===== src/rtl/mdram_pkg.sv =====
package mdram_pkg;

    typedef enum logic {
        ST_CLOSED = 1'b0,
        ST_OPEN   = 1'b1
    } bank_state_e;

    typedef enum logic [2:0] {
        CMD_NOP = 3'd0,
        CMD_PRE = 3'd1,
        CMD_ACT = 3'd2,
        CMD_RD  = 3'd3,
        CMD_WR  = 3'd4
    } dram_cmd_e;

endpackage


===== src/rtl/mdram_cmd_decode.sv =====
module mdram_cmd_decode
    import mdram_pkg::*;
(
    input  logic      pre_stb,
    input  logic      row_stb,
    input  logic      col_stb,
    input  logic      wr_en,
    output dram_cmd_e cmd
);

    // Fixed priority: precharge, then activate, then column access.
    always_comb begin
        if (pre_stb)      cmd = CMD_PRE;
        else if (row_stb) cmd = CMD_ACT;
        else if (col_stb) cmd = wr_en ? CMD_WR : CMD_RD;
        else              cmd = CMD_NOP;
    end

endmodule


===== src/rtl/mdram_cell_array.sv =====
module mdram_cell_array #(
    parameter int ROWS = 4,
    parameter int COLS = 4,
    parameter int W    = 8
) (
    input  logic                          clk,
    input  logic                          rst_n,
    input  logic [((ROWS>1)?$clog2(ROWS):1)-1:0] rd_row,
    output logic [COLS*W-1:0]             rd_data,
    input  logic                          wb_en,
    input  logic [((ROWS>1)?$clog2(ROWS):1)-1:0] wb_row,
    input  logic [COLS*W-1:0]             wb_data
);

    localparam int RB = (ROWS > 1) ? $clog2(ROWS) : 1;
    localparam int RW = COLS * W;

    logic [RW-1:0] row_q [ROWS];

    for (genvar r = 0; r < ROWS; r++) begin : g_row
        always_ff @(posedge clk or negedge rst_n) begin
            if (!rst_n)
                row_q[r] <= '0;
            else if (wb_en && (wb_row == RB'(r)))
                row_q[r] <= wb_data;
        end
    end

    always_comb begin
        rd_data = '0;
        for (int r = 0; r < ROWS; r++)
            if (rd_row == RB'(r)) rd_data = row_q[r];
    end

    AST_WB_LANDS: assert property (@(posedge clk) disable iff (!rst_n)
        wb_en |=> row_q[$past(wb_row)] == $past(wb_data));

endmodule


===== src/rtl/mdram_row_buffer.sv =====
module mdram_row_buffer #(
    parameter int COLS = 4,
    parameter int W    = 8
) (
    input  logic                                  clk,
    input  logic                                  rst_n,
    input  logic                                  load_en,
    input  logic [COLS*W-1:0]                     load_data,
    input  logic                                  wr_en,
    input  logic [((COLS>1)?$clog2(COLS):1)-1:0]  col,
    input  logic [W-1:0]                          wdata,
    output logic [COLS*W-1:0]                     buf_data,
    output logic [W-1:0]                          col_data
);

    localparam int CB = (COLS > 1) ? $clog2(COLS) : 1;

    logic [W-1:0] cell_q [COLS];

    for (genvar c = 0; c < COLS; c++) begin : g_col
        always_ff @(posedge clk or negedge rst_n) begin
            if (!rst_n)
                cell_q[c] <= '0;
            else if (load_en)
                cell_q[c] <= load_data[c*W +: W];
            else if (wr_en && (col == CB'(c)))
                cell_q[c] <= wdata;
        end
        assign buf_data[c*W +: W] = cell_q[c];
    end

    always_comb begin
        col_data = '0;
        for (int c = 0; c < COLS; c++)
            if (col == CB'(c)) col_data = cell_q[c];
    end

    AST_BUF_HOLD: assert property (@(posedge clk) disable iff (!rst_n)
        (!load_en && !wr_en) |=> $stable(buf_data));

endmodule


===== src/rtl/mdram_core.sv =====
module mdram_core
    import mdram_pkg::*;
#(
    parameter int ROWS = 4,
    parameter int COLS = 4,
    parameter int W    = 8,
    localparam int RB  = (ROWS > 1) ? $clog2(ROWS) : 1,
    localparam int CB  = (COLS > 1) ? $clog2(COLS) : 1,
    localparam int AW  = (RB > CB) ? RB : CB
) (
    input  logic          clk,
    input  logic          rst_n,
    input  logic          row_stb,
    input  logic          col_stb,
    input  logic          wr_en,
    input  logic          pre_stb,
    input  logic [AW-1:0] addr,
    input  logic [W-1:0]  wdata,
    output logic [W-1:0]  rdata,
    output logic          rvalid,
    output logic          err
);

    localparam int RW = COLS * W;

    bank_state_e   state_q, state_d;
    dram_cmd_e     cmd;
    logic [RB-1:0] open_row_q;
    logic [RB-1:0] addr_row;
    logic [CB-1:0] addr_col;
    logic [RW-1:0] arr_rd;
    logic [RW-1:0] buf_data;
    logic [RW-1:0] load_data;
    logic [W-1:0]  col_data;
    logic          is_open;
    logic          wb_en;
    logic          load_en;
    logic          buf_wr;

    assign addr_row = addr[RB-1:0];
    assign addr_col = addr[CB-1:0];
    assign is_open  = (state_q == ST_OPEN);

    mdram_cmd_decode u_dec (
        .pre_stb (pre_stb),
        .row_stb (row_stb),
        .col_stb (col_stb),
        .wr_en   (wr_en),
        .cmd     (cmd)
    );

    // Write back the held row whenever it is closed or replaced.
    assign wb_en   = is_open && ((cmd == CMD_PRE) || (cmd == CMD_ACT));
    assign load_en = (cmd == CMD_ACT);
    assign buf_wr  = is_open && (cmd == CMD_WR);
    // Reopening the held row keeps the buffer's edits.
    assign load_data = (is_open && (addr_row == open_row_q)) ? buf_data : arr_rd;

    mdram_cell_array #(.ROWS(ROWS), .COLS(COLS), .W(W)) u_array (
        .clk     (clk),
        .rst_n   (rst_n),
        .rd_row  (addr_row),
        .rd_data (arr_rd),
        .wb_en   (wb_en),
        .wb_row  (open_row_q),
        .wb_data (buf_data)
    );

    mdram_row_buffer #(.COLS(COLS), .W(W)) u_rowbuf (
        .clk       (clk),
        .rst_n     (rst_n),
        .load_en   (load_en),
        .load_data (load_data),
        .wr_en     (buf_wr),
        .col       (addr_col),
        .wdata     (wdata),
        .buf_data  (buf_data),
        .col_data  (col_data)
    );

    // Next state: OPEN_ROW, REOPEN, CLOSE_ROW.
    always_comb begin
        state_d = state_q;
        unique case (state_q)
            ST_CLOSED: if (cmd == CMD_ACT) state_d = ST_OPEN;
            ST_OPEN:   if (cmd == CMD_PRE) state_d = ST_CLOSED;
            default:   state_d = ST_CLOSED;
        endcase
    end

    always_ff @(posedge clk or negedge rst_n) begin
        if (!rst_n) begin
            state_q    <= ST_CLOSED;
            open_row_q <= '0;
        end else begin
            state_q <= state_d;
            if (cmd == CMD_ACT) open_row_q <= addr_row;
        end
    end

    // Registered outputs.
    always_ff @(posedge clk or negedge rst_n) begin
        if (!rst_n) begin
            rvalid <= 1'b0;
            rdata  <= '0;
            err    <= 1'b0;
        end else begin
            rvalid <= is_open && (cmd == CMD_RD);
            rdata  <= (is_open && (cmd == CMD_RD)) ? col_data : '0;
            err    <= !is_open && ((cmd == CMD_RD) || (cmd == CMD_WR));
        end
    end

    AST_RD_LATENCY: assert property (@(posedge clk) disable iff (!rst_n)
        (col_stb && !wr_en && !row_stb && !pre_stb && is_open)
        |=> (rvalid && rdata == $past(col_data)));
    AST_RDATA_IDLE_ZERO: assert property (@(posedge clk) disable iff (!rst_n)
        !rvalid |-> (rdata == '0));
    AST_CLOSED_CAS_ERR: assert property (@(posedge clk) disable iff (!rst_n)
        (col_stb && !row_stb && !pre_stb && !is_open) |=> (err && !rvalid));
    AST_ERR_EXCL: assert property (@(posedge clk) disable iff (!rst_n)
        !(err && rvalid));
    AST_PRE_WINS: assert property (@(posedge clk) disable iff (!rst_n)
        pre_stb |=> (!is_open && !rvalid && !err));
    AST_WRITE_QUIET: assert property (@(posedge clk) disable iff (!rst_n)
        (col_stb && wr_en && !row_stb && !pre_stb && is_open) |=> (!rvalid && !err));

endmodule


===== config.mk =====
export PLATFORM = sky130hd
export DESIGN_NAME = mdram_core
export DESIGN_NICKNAME = d
export VERILOG_FILES = /design/src/rtl/mdram_pkg.sv /design/src/rtl/mdram_cmd_decode.sv /design/src/rtl/mdram_cell_array.sv /design/src/rtl/mdram_row_buffer.sv /design/src/rtl/mdram_core.sv
export SDC_FILE = /design/constraint.sdc
export NUM_CORES = 1
export LEC_CHECK = 0
export ABC_AREA = 1
export BUFFER_PORTS_ARGS = -buffer_cell sky130_fd_sc_hd__buf_2
export CAP_MARGIN = 5
export CORE_ASPECT_RATIO = 1.75
export CORE_MARGIN = 1.5
export CORE_UTILIZATION = 35
export CTS_BUF_LIST = sky130_fd_sc_hd__clkbuf_2
export DETAILED_ROUTE_END_ITERATION = 10
export PLACE_DENSITY_LB_ADDON = 0.12
export SYNTH_ARGS = -nofsm -noshare
export SYNTH_HDL_FRONTEND = slang
export SYNTH_HIERARCHICAL = 1
export SYNTH_SLANG_ARGS = --single-unit

===== constraint.sdc =====
create_clock -name clk -period 3.2 [get_ports clk]
set_input_delay 0.16 -clock clk [delete_from_list [all_inputs] [get_ports clk]]
set_output_delay 0.16 -clock clk [all_outputs]
set_load 0.02 [all_outputs]

[Word level (Yosys, flattened, before mapping)]
Cells that the tools add are included.
Cells by class
  equal/unequal tests: 12
  muxes and demuxes: 25
  bitwise gates (word level): 1
  reduce and logical (&&, ||, !) cells: 26
Operator list (number)
  $mux 32: 5
  $mux 8: 13
  $logic_and 1x1->1: 13
  $mux 3: 4
  $eq 2x2->1 const B: 4
  $reduce_and 2->1: 4
  $reduce_bool 2->1: 4
  $eq 3x2->1 const B: 2
  $eq 2x1->1 const B: 2
  $logic_not 2->1: 2
  $eq 3x1->1 const B: 1
  $eq 3x3->1 const B: 1
  $eq 2x2->1: 1
  $logic_or 1x1->1: 2
  $mux 1: 2
  $ne 2x2->1 const B: 1
  $pmux 1 s2: 1
  $logic_not 1->1: 1
  $not 1->1: 1
Word-level totals
  logic and storage cells: 77
  flip-flop bits (word level): 173
  output and inout port bits: 10
  bits of input ports: 16

[Depth between registers and ports, before layout]
Gate-level depths: netlist (run 1).
  depth in word-level cells: 9
  depth in mapped cells: 13
  mapped depth without buffers: 11

[Modules after synthesis]
Netlist (run 1), hierarchy kept.
By module, submodules not included
  mdram_cell_array: area each 5531.6 µm², seq. area each 3203.1 µm², times used 1, cells an instance 632
  mdram_row_buffer: area each 1885.6 µm², seq. area each 800.8 µm², times used 1, cells an instance 264
  mdram_core: area each 1011.0 µm², seq. area each 325.3 µm², times used 1, cells an instance 166
  mdram_cmd_decode: area each 32.5 µm², seq. area each 0.0 µm², times used 1, cells an instance 7

[Least setup slack after synthesis (run 1)]
OpenSTA, ideal clock, no wires.
  path type: input to register
  start point: input port wr_en
  end point: register u_array/row_q[10] (netlist bit)
  path slack: 1608 ps
  arrival time: 1465 ps
  cell stages on the path: 10
  path buffers: 1
  library setup time: 126 ps
  path through: inv_1 -> nand2_1 -> a21oi_1 -> nand3_1 -> inv_1 -> o21a_1 -> nand3_2 -> buf_2 -> nand2_1 -> o21ai_0
On the way
  cells in the longest elaborated chain, start to end: 8
RTL lines
  from (decl): line mdram_core.sv:15  | input logic wr_en,
  $mux 3 (2 in a row): line mdram_cmd_decode.sv:15  | else if (col_stb) cmd = wr_en ? CMD_WR : CMD_RD;
  $mux 3: line mdram_cmd_decode.sv:14  | else if (row_stb) cmd = CMD_ACT;
  $mux 3: line mdram_cmd_decode.sv:13  | if (pre_stb) cmd = CMD_PRE;
  named net cmd[1]: line mdram_core.sv:27  | dram_cmd_e cmd;
  $eq 3x2->1
  named net load_en: line mdram_core.sv:37  | logic load_en;
  $logic_or 1x1->1: line mdram_core.sv:53  | assign wb_en = is_open && ((cmd == CMD_PRE) || (cmd == CMD_ACT));
  $logic_and 1x1->1: line mdram_core.sv:53
  named net wb_en: line mdram_core.sv:36  | logic wb_en;
  $logic_and 1x1->1: line mdram_cell_array.sv:24  | else if (wb_en && (wb_row == RB'(r)))
  to (signal, indexed assignment): line mdram_cell_array.sv:25  | row_q[r] <= wb_data;
  to (decl): line mdram_cell_array.sv:18  | logic [RW-1:0] row_q [ROWS];
The timed path passes the listed nets, and every way through them passes these cells.
A chain may end at the register's enable or synchronous reset.

[Worst setup path in the final report (run 1)]
  start point: input port wr_en
  end point: register u_rowbuf.cell_q, in the netlist u_rowbuf/buf_data[30]
On the way
  cells in the longest elaborated chain, start to end: 9
RTL lines
  $mux 3 (2 in a row): line mdram_cmd_decode.sv:15
  $mux 3: line mdram_cmd_decode.sv:14
  $mux 3: line mdram_cmd_decode.sv:13
  named net cmd[1]: line mdram_core.sv:27
  $eq 3x3->1: line mdram_core.sv:55  | assign buf_wr = is_open && (cmd == CMD_WR);
  $logic_and 1x1->1: line mdram_core.sv:55
  named net buf_wr: line mdram_core.sv:38  | logic buf_wr;
  $logic_and 1x1->1: line mdram_row_buffer.sv:26  | else if (wr_en && (col == CB'(c)))
  $reduce_bool 2->1 (no line)
  $reduce_and 2->1 (no line)
  to (signal, indexed assignment): line mdram_row_buffer.sv:25  | cell_q[c] <= load_data[c*W +: W];
  to (signal, indexed assignment): line mdram_row_buffer.sv:27  | cell_q[c] <= wdata;
  to (decl): line mdram_row_buffer.sv:18  | logic [W-1:0] cell_q [COLS];
The timed path passes the listed nets, and every way through them passes these cells.

==> results of run 1 <==
-- flip-flops by register name, summed over array words and instances (netlist names) --
signal	cells
err	1
open_row_q	2
u_array/row_q	128
is_open	1
rvalid	1
u_rowbuf/buf_data	32
rdata	8
-- critical path, stage by stage --
cell           delay [ps]
dlygate4sd3_1         550
buf_2                 130
inv_1                  40
nand2_1                90
a21oi_1                70
dlygate4sd3_1         620
nor2_1                120
nand2_1               100
nor2_1                450
nand3_2               360
nand2_2               350
nand2_1                90
nand2_1                70
-- repair_timing --
| item | CTS | global route |
|---|---|---|
| setup buffers | 0 | 0 |
| endpoints found under the hold margin | 218 | 0 |
| resized for setup | 0 | 0 |
| hold buffers | 21 | 0 |
-- worst min path at each step --
stage	startpoint	endpoint	slack, ps	cells past startpoint
global placement	rst_n	u_array/row_q[106]$_DFFE_PN0P_	280	1
detailed placement	rst_n	u_array/row_q[106]$_DFFE_PN0P_	280	1
CTS	wdata[7]	u_rowbuf/buf_data[15]$_DFFE_PN0P_	120	6
floorplan	rst_n	err$_DFF_PN0_	-140	0
finish	wdata[6]	u_rowbuf/buf_data[22]$_DFFE_PN0P_	230	6
global route	wdata[7]	u_rowbuf/buf_data[15]$_DFFE_PN0P_	160	6
-- placed cells by master (no fill, tap or decap) --
| cell type | n |
|---|---|
| inv_4 | 1 |
| buf_16 | 1 |
| bufinv_16 | 3 |
| o21ai_0 | 130 |
| buf_6 | 1 |
| nand2_1 | 370 |
| nand2_4 | 4 |
| nor2_1 | 10 |
| clkinv_1 | 4 |
| clkinvlp_4 | 1 |
| inv_2 | 3 |
| nor2_8 | 1 |
| nor3_1 | 2 |
| inv_1 | 54 |
| nor2_4 | 1 |
| buf_4 | 22 |
| clkinv_2 | 3 |
| nor2_2 | 2 |
| nand3_2 | 8 |
| nand4_1 | 41 |
| nand2_2 | 9 |
| nand3_1 | 186 |
| dlygate4sd3_1 | 20 |
| diode_2 | 1 |
| a21oi_1 | 3 |
| dfrtp_1 | 173 |
| a21oi_2 | 1 |
| clkbuf_2 | 18 |
| buf_2 | 22 |
| o21bai_1 | 1 |
| buf_12 | 2 |
| o21a_1 | 1 |
-- logic make-up after synthesis --
logic type | share of synthesized area
compound gates | 0.0815
buf+inv | 0.0704
flops | 0.512
simple gates | 0.336
-- through the flow --
stage	worst slack, ps	total power [W]	util	std cells
2_1_floorplan	1610	0.00434	-	1069
6_report	779	0.00594	0.388	1407
3_3_place_gp	988	0.00478	0.369	1356
4_1_cts	929	0.00602	0.388	1406
3_5_place_dp	955	0.00482	0.369	1356
5_1_grt	706	0.00644	0.388	1407
-- area by class of cell --
type	count	area share
multi-input cells	770	0.383
well taps	308	0.0417
clock inverters	11	0.0138
inverters	58	0.0238
repair buffers	68	0.0599
clock buffers	18	0.00974
flip-flops and latches	173	0.468
diodes	1	0.000271
-- per-layer routing --
metal	global-route usage	vias to the layer above	share of wire
li1	-	3567	-
met2	0.381	107	0.52
met5	0	-	0
met1	0.254	3573	0.41
met4	0.104	0	0.041
met3	0.0385	51	0.028
-- power by group --
group,switching (W),leakage (nW),internal (W)
combinational,0.000880,2.06,0.000569
sequential,0.000439,2.28,0.00288
clock,0.000753,0.135,0.000412
total,0.00207,4.48,0.00386
==> impl_results.md, run 1 <==
- Cell taking the most area after synthesis: dfrtp_1
- Nets@finish: 1,104
- Reg2Reg Capture Point: u_rowbuf/buf_data[30]$_DFFE_PN0P_
- Area after DPL: 8800 µm²
- Via count: 7,298
- VDD IR max: 0.274 mV
- Row count: 75
- GP Congestion: 0.797
- Outcome: finished clean
- Post-synth ARST share: 1.00
- Syn_area_per_cell: 7.91 µm²
- R2R Path Start: is_open$_DFF_PN0_
- Synth top area share: 0.512
- # port buffers: 25
- Crit path from: wr_en
- Drc violations: 0
- DIE WIDTH: approximately 120 µm
- PwrDens: 642 nW/µm²
- HP Class: in2reg
- Crit path launch type: input pin
- Crit path DAT: between 3000 and 4000 ps
- Clock sink total: 173
- FMAX: 0.413 GHz
- Clk_skew: roughly 28 ps
- MaxCap Viol Count: 0
- Dpl hpwl: 15,800 µm
- Vias in the first global route: 7,489
- EDFF count, synth: 0
- Clock transition at the registers of the reported paths: around 220 ps
- Pleak: 4.48 nW
- Post-synthesis sequential area ratio: 0.512
- Final Cell Area: roughly 9200 µm²
- Fillers: 2,582
- Worst R2R Path Depth: 6
- Routed Antenna Nets: 0
- Skew-Pair Late Insertion Delay: between 800 and 900 ps
- Drt pass-1 iters: 5
- Final Hold Viols: 0
- Largest net degree at the start of global routing: 78
- Core ar.: 23,800 µm²
- Critical path class: in2reg
- Storage element area: 4330 µm²
- TritonCTS clock tree: yes
- Max transition margin: 0.417
- Multi-input gate area: 3540 µm²
- Area Overhead vs Synth: 9.30%
- WHS: 229 ps
- Syn nets: approximately 1,100
- H-tree depth: 4
- Post-Syn Instances: around 1,100
- Root Driver: clkbuf_2
- RSZ-0062 raised after global routing: no
- First-pass GRT wire length: 41,800 µm
- CP endpoint: u_rowbuf/buf_data[30]$_DFFE_PN0P_
- Routed WL: 25,400 µm
- R2r setup slk: 1220 ps
- Worst setup EP type: flop
- Post-synth top flop: dfrtp_1
- GRT Total Usage: 0.217
- Cell Area, Synth: 8460 µm²
- Initial Util: 0.355
- Vias/cell: 5.19
- Initial antenna violation count: 1
- Yosys cell types: 25
- Crit-path max FO: 9
- Syn. warnings: 6
- Final Slew Violations: 0
- DIE HEIGHT: 209 µm
- Die area: 25,200 µm²
- Most common cell in the synthesized netlist: nand2_1
- Critical Path RT: just under 4000 ps
- Drt wl/cell: 18.0 µm
- I/O pin count: 26
- Fraction of layout cells with a size suffix above 1: 0.0938
- Min Tclk post-route: 2420 ps
- Clock buffer depth: 2
- Endpoints failing setup: 0
- Synth top cells by count: 370 x nand2_1, 186 x nand3_1, 173 x dfrtp_1
- Total gr overflow: 0
- Seq cells post-synth: 173
- Tcrit/Tclk final: 0.757
- Total CTS buffers: 17
- Sum Neg Setup Slack: 0 ps
- Worst slew pin tran: just under 900 ps
- First-iteration detailed-routing DRC count: 397
- Area contributors post-synth: dfrtp_1 51%, nand2_1 16%, nand3_1 11%
No activity file was read; power rests on OpenSTA's default activity.
==> run 2, diff against run 1 <==
==> constraint.sdc (replaced) <==
create_clock -name clk -period 2.3 [get_ports clk]
set_input_delay 0.115 -clock clk [delete_from_list [all_inputs] [get_ports clk]]
set_output_delay 0.115 -clock clk [all_outputs]
set_load 0.02 [all_outputs]
==> run 2 against run 1 <==
  * Via count is essentially flat
  * Sequential share of layout area shrank 0.92 points
  * Cell area increased by 2.0%
  * Total power is 41% higher
  * Non-clock buffer count grew 11
  * Utilization grew 0.78 points
  * Clock power grew 47%
  * Critical endpoint is now is_open$_DFF_PN0_
  * Die area is the same
  * Combinational power grew 41%
  * Largest cell class unchanged
  * First-iteration DRC count rose by 5.0%
  * Worst hold slack lost 60 ps
  * Largest power group unchanged
==> impl_results.md, run 2 (synthesized netlist as in run 1, its figures left out) <==
- Area Overhead vs Synth: 11.5%
- Crit path DAT: roughly 3000 ps
- Via count: about 7,300
- Core ar.: 23,800 µm²
- Die area: 25,200 µm²
- GRT Total Usage: 0.216
- Sum Neg Setup Slack: 0 ps
- R2r setup slk: 440 ps
- Max transition margin: 0.605
- Largest net degree at the start of global routing: 65
- Biggest register: u_array/row_q
- Drt wl/cell: around 18 µm
- DIE HEIGHT: 209 µm
- First-pass GRT wire length: 41,500 µm
- Critical Path RT: 3040 ps
- Reg power frac: 0.554
- TritonCTS clock tree: yes
- Crit-path max FO: 4
- WHS: 169 ps
- VDD IR max: approximately 0.37 mV
- Gate power share: 0.243
- GP Congestion: 0.797
- DIE WIDTH: 121 µm
- Max FFs per register: roughly 130
- Endpoints failing setup: 0
- Min Tclk post-route: around 2300 ps
- Switching part of the total: 0.353
- Worst setup EP type: flop
- Clk_skew: 39.3 ps
- FMAX: 0.443 GHz
- Row count: 75
- Clk network pwr share: 0.203
- Initial antenna violation count: 1
- Worst slew pin tran: 593 ps
- # port buffers: 25
- Fraction of layout cells with a size suffix above 1: 0.104
- Fillers: 2,573
- Commonest non-fill, non-tap cell in the layout: nand2_1
- HP Class: in2reg
- Root Driver: clkbuf_2
- Most frequent cells in the layout: 370 x nand2_1, 186 x nand3_1, 173 x dfrtp_1, 130 x o21ai_0, 54 x inv_1
- Tcrit/Tclk final: 0.981
- Switch Pwr: 0.00296 W
- Dpl hpwl: 16,300 µm
- PwrDens: 890 nW/µm²
- Clock sink total: 173
- Routed Antenna Nets: 0
- Skew-Pair Late Insertion Delay: 840 ps
- Internal power: 0.00543 W
- Vias/cell: 5.14
- Clock transition at the registers of the reported paths: 260 ps
- I/O pin count: 26
- RSZ-0062 raised after global routing: no
- Postcts setup bufs: 0
- H-tree depth: 4
- Final Slew Violations: 0
- Routed WL: around 25,000 µm
- Total gr overflow: 0
- Nets@finish: approximately 1,100
- Initial Util: 0.355
- Vias in the first global route: about 7,500
- Total CTS buffers: 17
- Pleak: 4.59 nW
- First-iteration detailed-routing DRC count: 417
- Drc violations: 0
- MaxCap Viol Count: 0
- Drt pass-1 iters: 7
- Critical path class: in2reg
- Outcome: finished clean
- Final Hold Viols: 0
- Clock buffer depth: 2
- Crit path launch type: input pin
## run 2: changes by cell type in the layout (fill, tap and decap cells not counted)
cell            previous run  this run
buf_12                     2         7
clkinvlp_4                 1         2
o21bai_2                   0         1
o21bai_1                   1         0
dlymetal6s4s_1             0         1
clkinv_4                   0         2
clkinv_1                   4         3
clkbuf_2                  18        19
buf_4                     22        25
dlygate4sd3_1             20        22
## run 2: path summary, 6_finish.rpt
path / from / end / cells past startpoint
setup / recovery: col_stb / is_open$_DFF_PN0_ / 10
hold / removal: wdata[0] / u_rowbuf/buf_data[16]$_DFFE_PN0P_ / 6
setup reg to reg: open_row_q[0]$_DFFE_PN0P_ / u_rowbuf/buf_data[6]$_DFFE_PN0P_ / 11
hold reg to reg: u_array/row_q[37]$_DFFE_PN0P_ / u_array/row_q[37]$_DFFE_PN0P_ / 2
max in group asynchronous: rst_n / u_rowbuf/buf_data[1]$_DFFE_PN0P_ / 4
min in group asynchronous: rst_n / u_array/row_q[66]$_DFFE_PN0P_ / 4
## run 2: timing repair
item / 4_1_cts / 5_1_grt
endpoints found under the setup margin: 0 / 1
hold endpoints to repair: 218 / 0
resized for setup: 0 / 2
hold buffers: 24 / 0
## run 2: final cells by class
type                       instances  area [µm²]  share of cell area
antenna                            1        2.50            0.000265
clock inverter                    13         149              0.0158
timing repair buffer              79         709              0.0752
inverter                          58         220              0.0233
multi-input combinational        770        3540               0.376
clock buffer                      19        95.1              0.0101
tap                              308         385              0.0409
sequential                       173        4330               0.459
## run 2: critical path, cell delays in order
cell	delay, ps
dlygate4sd3_1	520
buf_2	110
nand2_1	60
dlygate4sd3_1	590
o21bai_2	190
inv_1	80
nand3_1	140
dlygate4sd3_1	570
a21oi_1	60
dlygate4sd3_1	570
## run 2: through the flow
stage / area [µm²] / std cells / total power, W / utilization / setup WS (ps)
5_1_grt: 9430 / 1421 / 0.00906 / 0.396 / 52.7
4_1_cts: 9420 / 1420 / 0.00848 / 0.395 / 121
3_3_place_gp: 8920 / 1364 / 0.00669 / 0.374 / 410
6_report: 9430 / 1421 / 0.00839 / 0.396 / 43.0
2_1_floorplan: 8460 / 1069 / 0.00603 / - / 753
3_5_place_dp: 8920 / 1364 / 0.00674 / 0.374 / 381
## run 2: metal layers
metal | part of all wire | track usage | vias up
met1 | 0.41 | 0.249 | 3564
met2 | 0.54 | 0.390 | 101
met5 | 0 | 0 | -
met3 | 0.024 | 0.0363 | 39
met4 | 0.029 | 0.0872 | 0
li1 | - | - | 3600
## run 2: power groups by stage
stage / combinational [W] / sequential [W] / clock [W]
global placement: 0.00199 / 0.00470 / 0
global route: 0.00240 / 0.00477 / 0.00188
detailed placement: 0.00203 / 0.00471 / 0
floorplan: 0.00151 / 0.00452 / 0
CTS: 0.00208 / 0.00465 / 0.00176
finish: 0.00204 / 0.00465 / 0.00170
